### src/rtl/bs_alu_pkg.sv
package bs_alu_pkg;
  typedef enum logic [3:0] {
    OP_AND = 4'b0000,
    OP_OR  = 4'b0001,
    OP_ADD = 4'b0010,
    OP_SUB = 4'b0110,
    OP_SLT = 4'b0111
  } alu_op_e;

  typedef enum logic [1:0] {
    SEL_AND  = 2'd0,
    SEL_OR   = 2'd1,
    SEL_SUM  = 2'd2,
    SEL_LESS = 2'd3
  } sel_e;

  typedef struct packed {
    logic b_inv;  // also drives carry-in of bit 0
    sel_e sel;
    logic arith;  // overflow reported
    logic valid;
  } ctl_t;

  function automatic logic bit_pick(input sel_e sel, input logic a, input logic b,
                                    input logic sum, input logic less);
    case (sel)
      SEL_AND: bit_pick = a & b;
      SEL_OR:  bit_pick = a | b;
      SEL_SUM: bit_pick = sum;
      default: bit_pick = less;
    endcase
  endfunction
endpackage

### src/rtl/bs_alu_ctrl.sv
module bs_alu_ctrl
  import bs_alu_pkg::*;
(
  input  logic [3:0] op_i,
  output ctl_t       ctl_o
);
  always_comb begin
    ctl_o = '{b_inv: 1'b0, sel: SEL_AND, arith: 1'b0, valid: 1'b0};
    case (op_i)
      OP_AND: ctl_o = '{b_inv: 1'b0, sel: SEL_AND,  arith: 1'b0, valid: 1'b1};
      OP_OR:  ctl_o = '{b_inv: 1'b0, sel: SEL_OR,   arith: 1'b0, valid: 1'b1};
      OP_ADD: ctl_o = '{b_inv: 1'b0, sel: SEL_SUM,  arith: 1'b1, valid: 1'b1};
      OP_SUB: ctl_o = '{b_inv: 1'b1, sel: SEL_SUM,  arith: 1'b1, valid: 1'b1};
      OP_SLT: ctl_o = '{b_inv: 1'b1, sel: SEL_LESS, arith: 1'b0, valid: 1'b1};
      default: ;
    endcase
  end
endmodule

### src/rtl/bs_alu_bit.sv
module bs_alu_bit
  import bs_alu_pkg::*;
(
  input  logic a_i,
  input  logic b_i,
  input  logic b_inv_i,
  input  logic cin_i,
  input  logic less_i,
  input  sel_e sel_i,
  output logic res_o,
  output logic cout_o
);
  logic bx, sum;
  assign bx     = b_i ^ b_inv_i;
  assign sum    = a_i ^ bx ^ cin_i;
  assign cout_o = (a_i & bx) | (cin_i & (a_i ^ bx));
  assign res_o  = bit_pick(sel_i, a_i, b_i, sum, less_i);
endmodule

### src/rtl/bs_alu_msb.sv
module bs_alu_msb
  import bs_alu_pkg::*;
(
  input  logic a_i,
  input  logic b_i,
  input  logic b_inv_i,
  input  logic cin_i,
  input  sel_e sel_i,
  output logic res_o,
  output logic set_o,
  output logic ovf_o
);
  logic bx, sum, cout;
  assign bx    = b_i ^ b_inv_i;
  assign sum   = a_i ^ bx ^ cin_i;
  assign cout  = (a_i & bx) | (cin_i & (a_i ^ bx));
  assign ovf_o = cin_i ^ cout;
  // sign corrected by overflow keeps compare right at the extremes
  assign set_o = sum ^ ovf_o;
  assign res_o = bit_pick(sel_i, a_i, b_i, sum, 1'b0);
endmodule

### src/rtl/bs_alu.sv
module bs_alu
  import bs_alu_pkg::*;
#(
  parameter int W = 32
) (
  input  logic [W-1:0] a_i,
  input  logic [W-1:0] b_i,
  input  logic [3:0]   op_i,
  output logic [W-1:0] result_o,
  output logic         zero_o,
  output logic         ovf_o
);
  localparam int MSB = W - 1;

  ctl_t         ctl;
  logic [MSB:0] carry;
  logic [MSB:0] raw;
  logic         set_w, ovf_raw;

  bs_alu_ctrl u_ctrl (.op_i(op_i), .ctl_o(ctl));

  assign carry[0] = ctl.b_inv;

  for (genvar i = 0; i < MSB; i++) begin : g_slice
    bs_alu_bit u_bit (
      .a_i    (a_i[i]),
      .b_i    (b_i[i]),
      .b_inv_i(ctl.b_inv),
      .cin_i  (carry[i]),
      .less_i ((i == 0) ? set_w : 1'b0),
      .sel_i  (ctl.sel),
      .res_o  (raw[i]),
      .cout_o (carry[i+1])
    );
  end

  bs_alu_msb u_msb (
    .a_i    (a_i[MSB]),
    .b_i    (b_i[MSB]),
    .b_inv_i(ctl.b_inv),
    .cin_i  (carry[MSB]),
    .sel_i  (ctl.sel),
    .res_o  (raw[MSB]),
    .set_o  (set_w),
    .ovf_o  (ovf_raw)
  );

  assign result_o = ctl.valid ? raw : '0;
  assign zero_o   = ~|result_o;
  assign ovf_o    = ctl.arith & ovf_raw;
endmodule

### config.mk
export PLATFORM = sky130hd
export DESIGN_NAME = bs_alu
export DESIGN_NICKNAME = d
export VERILOG_FILES = /design/src/rtl/bs_alu_pkg.sv /design/src/rtl/bs_alu_ctrl.sv /design/src/rtl/bs_alu_bit.sv /design/src/rtl/bs_alu_msb.sv /design/src/rtl/bs_alu.sv
export SDC_FILE = /design/constraint.sdc
export NUM_CORES = 1
export LEC_CHECK = 0
export BUFFER_PORTS_ARGS = -buffer_cell sky130_fd_sc_hd__buf_2
export CAP_MARGIN = 20
export CORE_MARGIN = 3
export CORE_UTILIZATION = 51
export DETAILED_ROUTE_END_ITERATION = 6
export GPL_ROUTABILITY_DRIVEN = 0
export GPL_TIMING_DRIVEN = 1
export PLACE_DENSITY = 0.86
export SLEW_MARGIN = 25
export SYNTH_ARGS = -nofsm -noshare
export SYNTH_HDL_FRONTEND = slang
export SYNTH_SLANG_ARGS = --single-unit
export TNS_END_PERCENT = 30
### constraint.sdc
create_clock -name vclk -period 39.2
set_clock_uncertainty 0.1 [all_clocks]
set_input_delay 1.96 -clock vclk [all_inputs]
set_output_delay 1.96 -clock vclk [all_outputs]
set_load 0.01 [all_outputs]
======== After elaboration in Yosys (flattened, before gate mapping) ========
Index checks and enable logic that the tools add are counted.
Widths: inputs -> output; s select.
operators by class
  equal/unequal tests ..................... 6
  multiplexer cells ....................... 34
  bitwise gates (word level) .............. 259
  reduce and logical (&&, ||, !) cells .... 4
operator list
  cell                count
  $xor 1x1->1         98
  $and 1x1->1         97
  $pmux 1 s3          32
  $or 1x1->1          64
  $mux 32             1
  $reduce_or 32->1    1
  $pmux 5 s5          1
  $eq 4x3->1 const B  2
  $eq 4x1->1 const B  1
  $eq 4x2->1 const B  1
  $logic_not 4->1     1
  $eq 2x1->1 const B  1
  $eq 2x2->1 const B  1
  $logic_not 2->1     1
  $logic_not 1->1     1
storage, ports and cells
  flip-flop bits (word level) ............. 0
  output and inout port bits .............. 34

======== Logic depth before layout (Yosys ltp) ========
Gate-level depths: netlist of run 1.
  depth in word-level cells ............... 74
  gate-level depth with buffers ........... 43
  mapped depth without buffers ............ 41

======== Modules after synthesis ========
From an unflattened synthesis of run 1, not the netlist that was laid out.
unflattened totals
  cells, all modules ...................... 224
  area total of the unflattened synthesis .. 2409.8 um^2
by module, submodules not included
  module       instances  cells an instance  area an instance (um^2)  seq. area each (um^2)
  bs_alu_bit   31         5                  62.6                     0.0
  bs_alu       1          48                 316.6                    0.0
  bs_alu_msb   1          11                 91.3                     0.0
  bs_alu_ctrl  1          10                 62.6                     0.0

======== Worst setup path before layout of run 1 ========
Ideal clock, no wire load.
  path type ............................... in2out
  start point ............................. input port op_i[3]
  end point ............................... output port zero_o
  data arrival time ....................... 15.279 ns
  setup slack ............................. 21.861 ns
  stages .................................. 43
  cells stage by stage .................... buf_6 and2b_1 nand2_1 buf_2 xnor2_1 fa_1 fa_1 fa_1 fa_1 fa_1 fa_1 fa_1 fa_1 fa_1 fa_1 fa_1 fa_1 fa_1 [7 not listed] fa_1 fa_1 fa_1 fa_1 fa_1 fa_1 fa_1 fa_1 inv_1 fa_1 inv_1 fa_1 fa_1 nor2_1 nand4_1 a21oi_1 nand3_1 nor4_2
between the ends
  word-level cells in the longest chain between the ends .. 74
RTL lines
  element                                   RTL line                            source
  from (decl)                               bs_alu.sv:8                         input logic [3:0] op_i,
  $eq 4x3->1, or another cell as far along  bs_alu_ctrl.sv:9                    case (op_i)
  $pmux 5 s5 (*)                            bs_alu_ctrl.sv:9
  $xor 1x1->1                               bs_alu_bit.sv:14                    assign bx = b_i ^ b_inv_i;
  $xor 1x1->1                               bs_alu_bit.sv:15, bs_alu_bit.sv:16
  $and 1x1->1                               bs_alu_bit.sv:16                    assign cout_o = (a_i & bx) | (cin_i & (a_i ^ bx));
  $or 1x1->1                                bs_alu_bit.sv:16
  $and 1x1->1                               bs_alu_bit.sv:16
  $or 1x1->1                                bs_alu_bit.sv:16
  [58 not listed]                           --
  $and 1x1->1                               bs_alu_msb.sv:16                    assign cout = (a_i & bx) | (cin_i & (a_i ^ bx));
  $or 1x1->1                                bs_alu_msb.sv:16
  $xor 1x1->1                               bs_alu_msb.sv:17                    assign ovf_o = cin_i ^ cout;
  $xor 1x1->1                               bs_alu_msb.sv:19                    assign set_o = sum ^ ovf_o;
  $pmux 1 s3                                bs_alu_pkg.sv:26                    case (sel)
  $mux 32 (*)                               bs_alu.sv:48                        assign result_o = ctl.valid ? raw : '0;
  $reduce_or 32->1 (*)                      bs_alu.sv:49                        assign zero_o = ~|result_o;
  $logic_not 1->1 (*)                       bs_alu.sv:49
  to (decl)                                 bs_alu.sv:10                        output logic zero_o,
Every way passes the cells marked *; elsewhere a longest branch is shown, timed or not.

======== Worst setup path after layout of run 1 ========
Same ends and word-level chain as after synthesis.

==> results of run 1 <==
[synth_stat cells, types with 2 or more instances]
| library cell | n | area, µm² |
|---|---|---|
| inv_1 | 8 | 30.0 |
| maj3_1 | 19 | 190 |
| a22o_1 | 21 | 184 |
| fa_1 | 32 | 641 |
| a21o_1 | 5 | 37.5 |
| xnor2_1 | 30 | 263 |
| xor2_1 | 3 | 26.3 |
| ha_1 | 2 | 25.0 |
| maj3_2 | 5 | 56.3 |
| nor3_1 | 11 | 55.1 |
| a221oi_1 | 2 | 17.5 |
| buf_2 | 8 | 40.0 |
| buf_6 | 6 | 67.6 |
| a21oi_1 | 12 | 60.1 |
| nor2_1 | 10 | 37.5 |
| nor4_2 | 2 | 25.0 |
| nand3_1 | 3 | 15.0 |
| o21bai_1 | 4 | 30.0 |
| a211o_1 | 3 | 26.3 |
| a211oi_1 | 5 | 37.5 |
| nor4_1 | 4 | 25.0 |
| nand2_1 | 9 | 33.8 |
| clkbuf_1 | 2 | 7.51 |
| nand4_1 | 2 | 12.5 |
| o21ai_0 | 16 | 80.1 |
[kinds of logic (layout without fill, tap and decap cells)]
family / Yosys count / in the layout
fa+ha+maj: 58 / 58
xor+xnor: 33 / 33
simple gates: 53 / 53
buf+inv: 25 / 113
compound gates: 77 / 77
[final cells by class]
type | instances | area (µm²)
Tap cell | 50 | 62.6
Multi-Input combinational cell | 221 | 2070
Timing Repair Buffer | 105 | 533
Inverter | 8 | 30.0
Fill cell | 373 | 1390
[path summary, 6_finish.rpt]
path     from  cells past startpoint      endpoint
min   a_i[26]                      4  result_o[26]
max   op_i[3]                     44        zero_o
[power by group]
group          switching (µW)  internal [µW]
clock network               0              0
logic                    23.7           19.7
registers                   0              0
total                    23.7           19.7
[stage by stage]
stage               hold WS, ns  power [µW]  setup slack [ns]
finish                     4.28        43.4             20.23
global route               4.32        47.9             19.76
CTS                        4.27        43.0             20.32
detailed placement         4.27        42.9             20.37
global placement           4.27        41.2             20.72
floorplan                  4.00        27.0             21.86
[critical path, delay by kind of cell]
kind	cells	cell delay, ns
simple gates	6	1.24
compound gates	2	0.37
fa+ha+maj	31	12.37
buf+inv	5	0.96
[metal layers]
metal / global-route usage [%] / vias to the layer above / wire (µm)
li1: - / 1089 / -
met1: 35.4 / 1142 / 2730
met2: 46.5 / 145 / 3430
met3: 3.23 / 15 / 683
met4: 5.43 / 0 / 123
met5: 0 / - / 0
==> metrics.md, run 1 <==
| Metric | Value |
|---|---|
| Dpl cell area | 0.00270 mm² |
| Synthesized cell area | 0.00221 mm² |
| Cell row count | 23 |
| Final hold vios | 0 |
| I/O pin cnt | 102 |
| Number of routed nets with antenna violations | 0 |
| DRC violations left | 0 |
| Most frequent cells in the layout | buf_2, fa_1, xnor2_1 |
| Relative slew margins | 33.6% |
| Routed vias/inst | 6.23 |
| Fin cells | 384 |
| Final min period | 18.97 ns |
| Area fraction in compound gates after synthesis | 24.9% |
| Antenna diodes | 0 |
| Area delta synth->final | 22.1% |
| GRT Total Usage | 26.6% |
| Post-route cell area | 0.00270 mm² |
| Largest family of logic cells by synthesized area | adder cells |
| Final setup TNS | 0 ns |
| First-pass GRT wire length | 11100 µm |
| Setup violations, final | 0 |
| YS warnings | 0 |
| Max-cap viol count | 0 |
| Vias in the first global route | 2283 |
| Critical Path Source Type | primary input |
| Vias | 2391 |
| IO buf count | 102 |
| FF+latch area | 0 µm² |
| Mapped Cells | between 200 and 250 |
| CP Capture Type | output pin |
| Antenna violations before repair | 0 |
| HPWL after DPL | 5690 µm |
| Synth Net Count | 348 |
| Unique masters post-synth | 47 |
| PwrDens | ~16 mW/mm² |
| Post-Synth Simple-Gate Area | 14.0% |
| WP data required | 37.14 ns |
| Max incr delay on CP | around 0.48 ns |
| Crit Path Class | primary input to output pin |
| Core Region | slightly above 0.004 mm² |
| Dpl cells | 384 |
| Worst vdd ir | 8.05 µV |
| Initial DRC Count | 182 |
| Initial core utilization | between 50% and 60% |
| Routed WL per cell | between 15 and 20 µm |
| Pin count of the biggest net entering global routing | 65 |
| Post-CTS Setup Bufs | 0 |
| Die ar. | 0.00516 mm² |
| Proportion of synthesized area in mux cells | 0% |
| Commonest non-fill, non-tap cell in the layout | buf_2 |
| Initial DRT Pass Iterations | 4 |
| Die Wd | 71.8 µm |
| Post-Synth Adder-Cell Area | 41.3% |
| Hold Crit Class | primary input to output pin |
| Seq Cell Count | 0 |
| Layout Nets | 438 |
| Most used cell, CP | fa_1 |
| Max Fclk | roughly 53 MHz |
| Die Y | 71.8 µm |
| Average cell area after synthesis | 8.98 µm² |
| Least-Margin Pin Slew | 0.993 ns |
| CP Max Fanout | 22 |
| Layout cells sized above 1 | 35.6% |
| CP max stage cell | fa_1 |
| Hold buffer count at CTS | 0 |
| Post-cts repair resize count | 0 |
| Grt ovf | 0 |
| Seq/Total Area, Yosys | 0% |
| RSZ-0062 raised after global routing | false |
| Final wirelength | between 6000 and 7000 µm |
| Util after Layout | ~66% |
| Number of clock buffers in the layout | 0 |
| Crit path DAT | 16.91 ns |
| Post-synthesis xor/xnor area fraction | 13.1% |
| Leak | 0.00122 µW |
| Status | finished, final reports clean |
| Final Cycle Share | 48.4% |
| Slew Viols, Final | 0 |
Note: power is estimated with default switching activity, not from simulation.
==> run 2, diff against run 1 <==
Settings changed: CORE_UTILIZATION 51 to 45, PLACE_DENSITY 0.86 to 0.81.
Clock period 39.2 ns to 16.2 ns, I/O delays scaled along.
==> run 2 against run 1 <==
  * Die area grew 12%
  * Sequential share of layout area unchanged
  * Cell area is 1.2% higher
  * Hold slack worse by 2.3 ns
  * Sequential cell count unchanged
  * Worst setup slack worse by 20 ns
  * Critical path depth decreased by 1
  * Non-clock buffer count up 1
  * Cell count is 4.2% higher
  * Via count down 3.1%
  * Critical path type unchanged
  * Largest cell class unchanged
  * Largest power group unchanged
==> metrics.md, run 2 (synthesis results as in run 1) <==
| Metric | Value |
|---|---|
| Hold Path Depth | 3 |
| Final min period | 15.72 ns |
| Hold path startpoint | op_i[3] |
| Final hold slack | a little under 2 ns |
| Die ar. | 0.00579 mm² |
| Setup violations, final | 0 |
| Sequential power share | 0% |
| GRT Total Usage | 22.5% |
| Post-Place Setup Slack | between 0.4 and 0.5 ns |
| First-pass GRT wire length | about 11000 µm |
| Seq Cell Count | 0 |
| Util after Layout | roughly three fifths |
| Layout cells sized above 1 | 36.4% |
| Final wirelength | 6840 µm |
| Crit Path Class | primary input to output pin |
| Max Fclk | 63.6 MHz |
| Buf/Inv on CP | 4 |
| Critical Path Source Type | primary input |
| Vias | 2316 |
| CP Max Fanout | 10 |
| Critical path's top delay family | adder cells |
| Fillcell total | 417 |
| Least-Margin Pin Slew | 0.991 ns |
| PnR Total Power | 105 µW |
| HPWL after DPL | 5710 µm |
| Die Wd | 76.1 µm |
| Final hold vios | 0 |
| Crit path DAT | between 10 and 15 ns |
| Relative slew margins | 33.7% |
| Setup ws final | approximately 0.48 ns |
| Layout Nets | 439 |
| CP Capture Type | output pin |
| PwrDens | 38.4 mW/mm² |
| Switching share of power | between 50 and 60% |
| NetSw | about 57 µW |
| RSZ-0062 raised after global routing | false |
| Leak | ~0.0012 µW |
| Internal power | roughly 48 µW |
| DRC violations left | 0 |
| Grt ovf | 0 |
| Clock power frac | 0% |
| Vias in the first global route | 2228 |
| I/O pin cnt | 102 |
| Max-cap viol count | 0 |
| Routed vias/inst | between 5 and 6 |
| Pin count of the biggest net entering global routing | 65 |
| Antenna violations before repair | 0 |
| Area delta synth->final | 23.6% |
| WP data required | around 15 ns |
| Status | finished, final reports clean |
| FF+latch area | 0 µm² |
| Slew Viols, Final | 0 |
| Max incr delay on CP | 0.49 ns |
| Die Y | 76.1 µm |
| Final setup TNS | 0 ns |
| Commonest non-fill, non-tap cell in the layout | buf_2 |
| Routed WL per cell | 17.1 µm |
| Worst vdd ir | just over 20 µV |
| Initial DRC Count | 106 |
| Core Region | 0.00453 mm² |
| Antenna diodes | 0 |
| IO buf count | between 100 and 150 |
| Cell row count | 24 |
| Final Cycle Share | 97.1% |
| Most frequent cells in the layout | buf_2, fa_1, xnor2_1 |
| Share of total power in combinational logic | 100.0% |
| Worst hold endpoint | result_o[6] |
| Initial DRT Pass Iterations | 4 |
| Initial core utilization | 48.7% |
| Number of clock buffers in the layout | 0 |
| Number of routed nets with antenna violations | 0 |
| CP max stage cell | fa_1 |
| Post-CTS Setup Bufs | 0 |
| Most used cell, CP | fa_1 |
| Hold Crit Class | primary input to output pin |
==> run 2: changes by cell type in the layout (fill, tap and decap cells not counted), sizes merged <==
| cell | delta |
|---|---|
| buf | +1 |
==> run 2: power by group through the flow <==
stage	Combinational, µW	Sequential, µW	Clock, µW
floorplan	65.4	0	0
global placement	101	0	0
detailed placement	104	0	0
CTS	104	0	0
global route	116	0	0
finish	105	0	0
==> run 2: through the flow <==
stage               cell area (µm²)  instances
global route                   2730        400
detailed placement             2720        400
finish                         2730        400
CTS                            2720        400
floorplan                      2210        246
global placement               2720        400
==> run 2: what timing repair did <==
action                                  in CTS  in global routing
hold buffers                                 0                  0
resized for setup                            0                  2
endpoints found under the setup margin       0                  1
==> run 2: per-layer routing <==
layer	track usage [%]	share of wire, %	up-vias
li1	-	-	1095
met1	31.1	42	1099
met2	39.4	48	116
met3	2.60	8.6	6
met4	1.81	0.82	0
met5	0	0	-
==> run 2: cell type report <==
| class | instances | area (µm²) | area share (%) |
|---|---|---|---|
| inverter | 8 | 30.0 | 1.10 |
| multi-input combinational | 221 | 2080 | 76.1 |
| tap | 65 | 81.3 | 2.98 |
| timing repair buffer | 106 | 541 | 19.8 |
==> run 2: worst max path at each step <==
| stage | startpoint | slack [ns] | cells after the start | endpoint |
|---|---|---|---|---|
| 2_1_floorplan | op_i[3] | 1.16 | 43 | zero_o |
| 3_3_place_gp | op_i[3] | 0.75 | 43 | zero_o |
| 3_5_place_dp | op_i[3] | 0.50 | 43 | zero_o |
| 4_1_cts | op_i[3] | 0.43 | 43 | zero_o |
| 5_1_grt | op_i[3] | 0.03 | 43 | zero_o |
| 6_report | op_i[3] | 0.48 | 43 | zero_o |
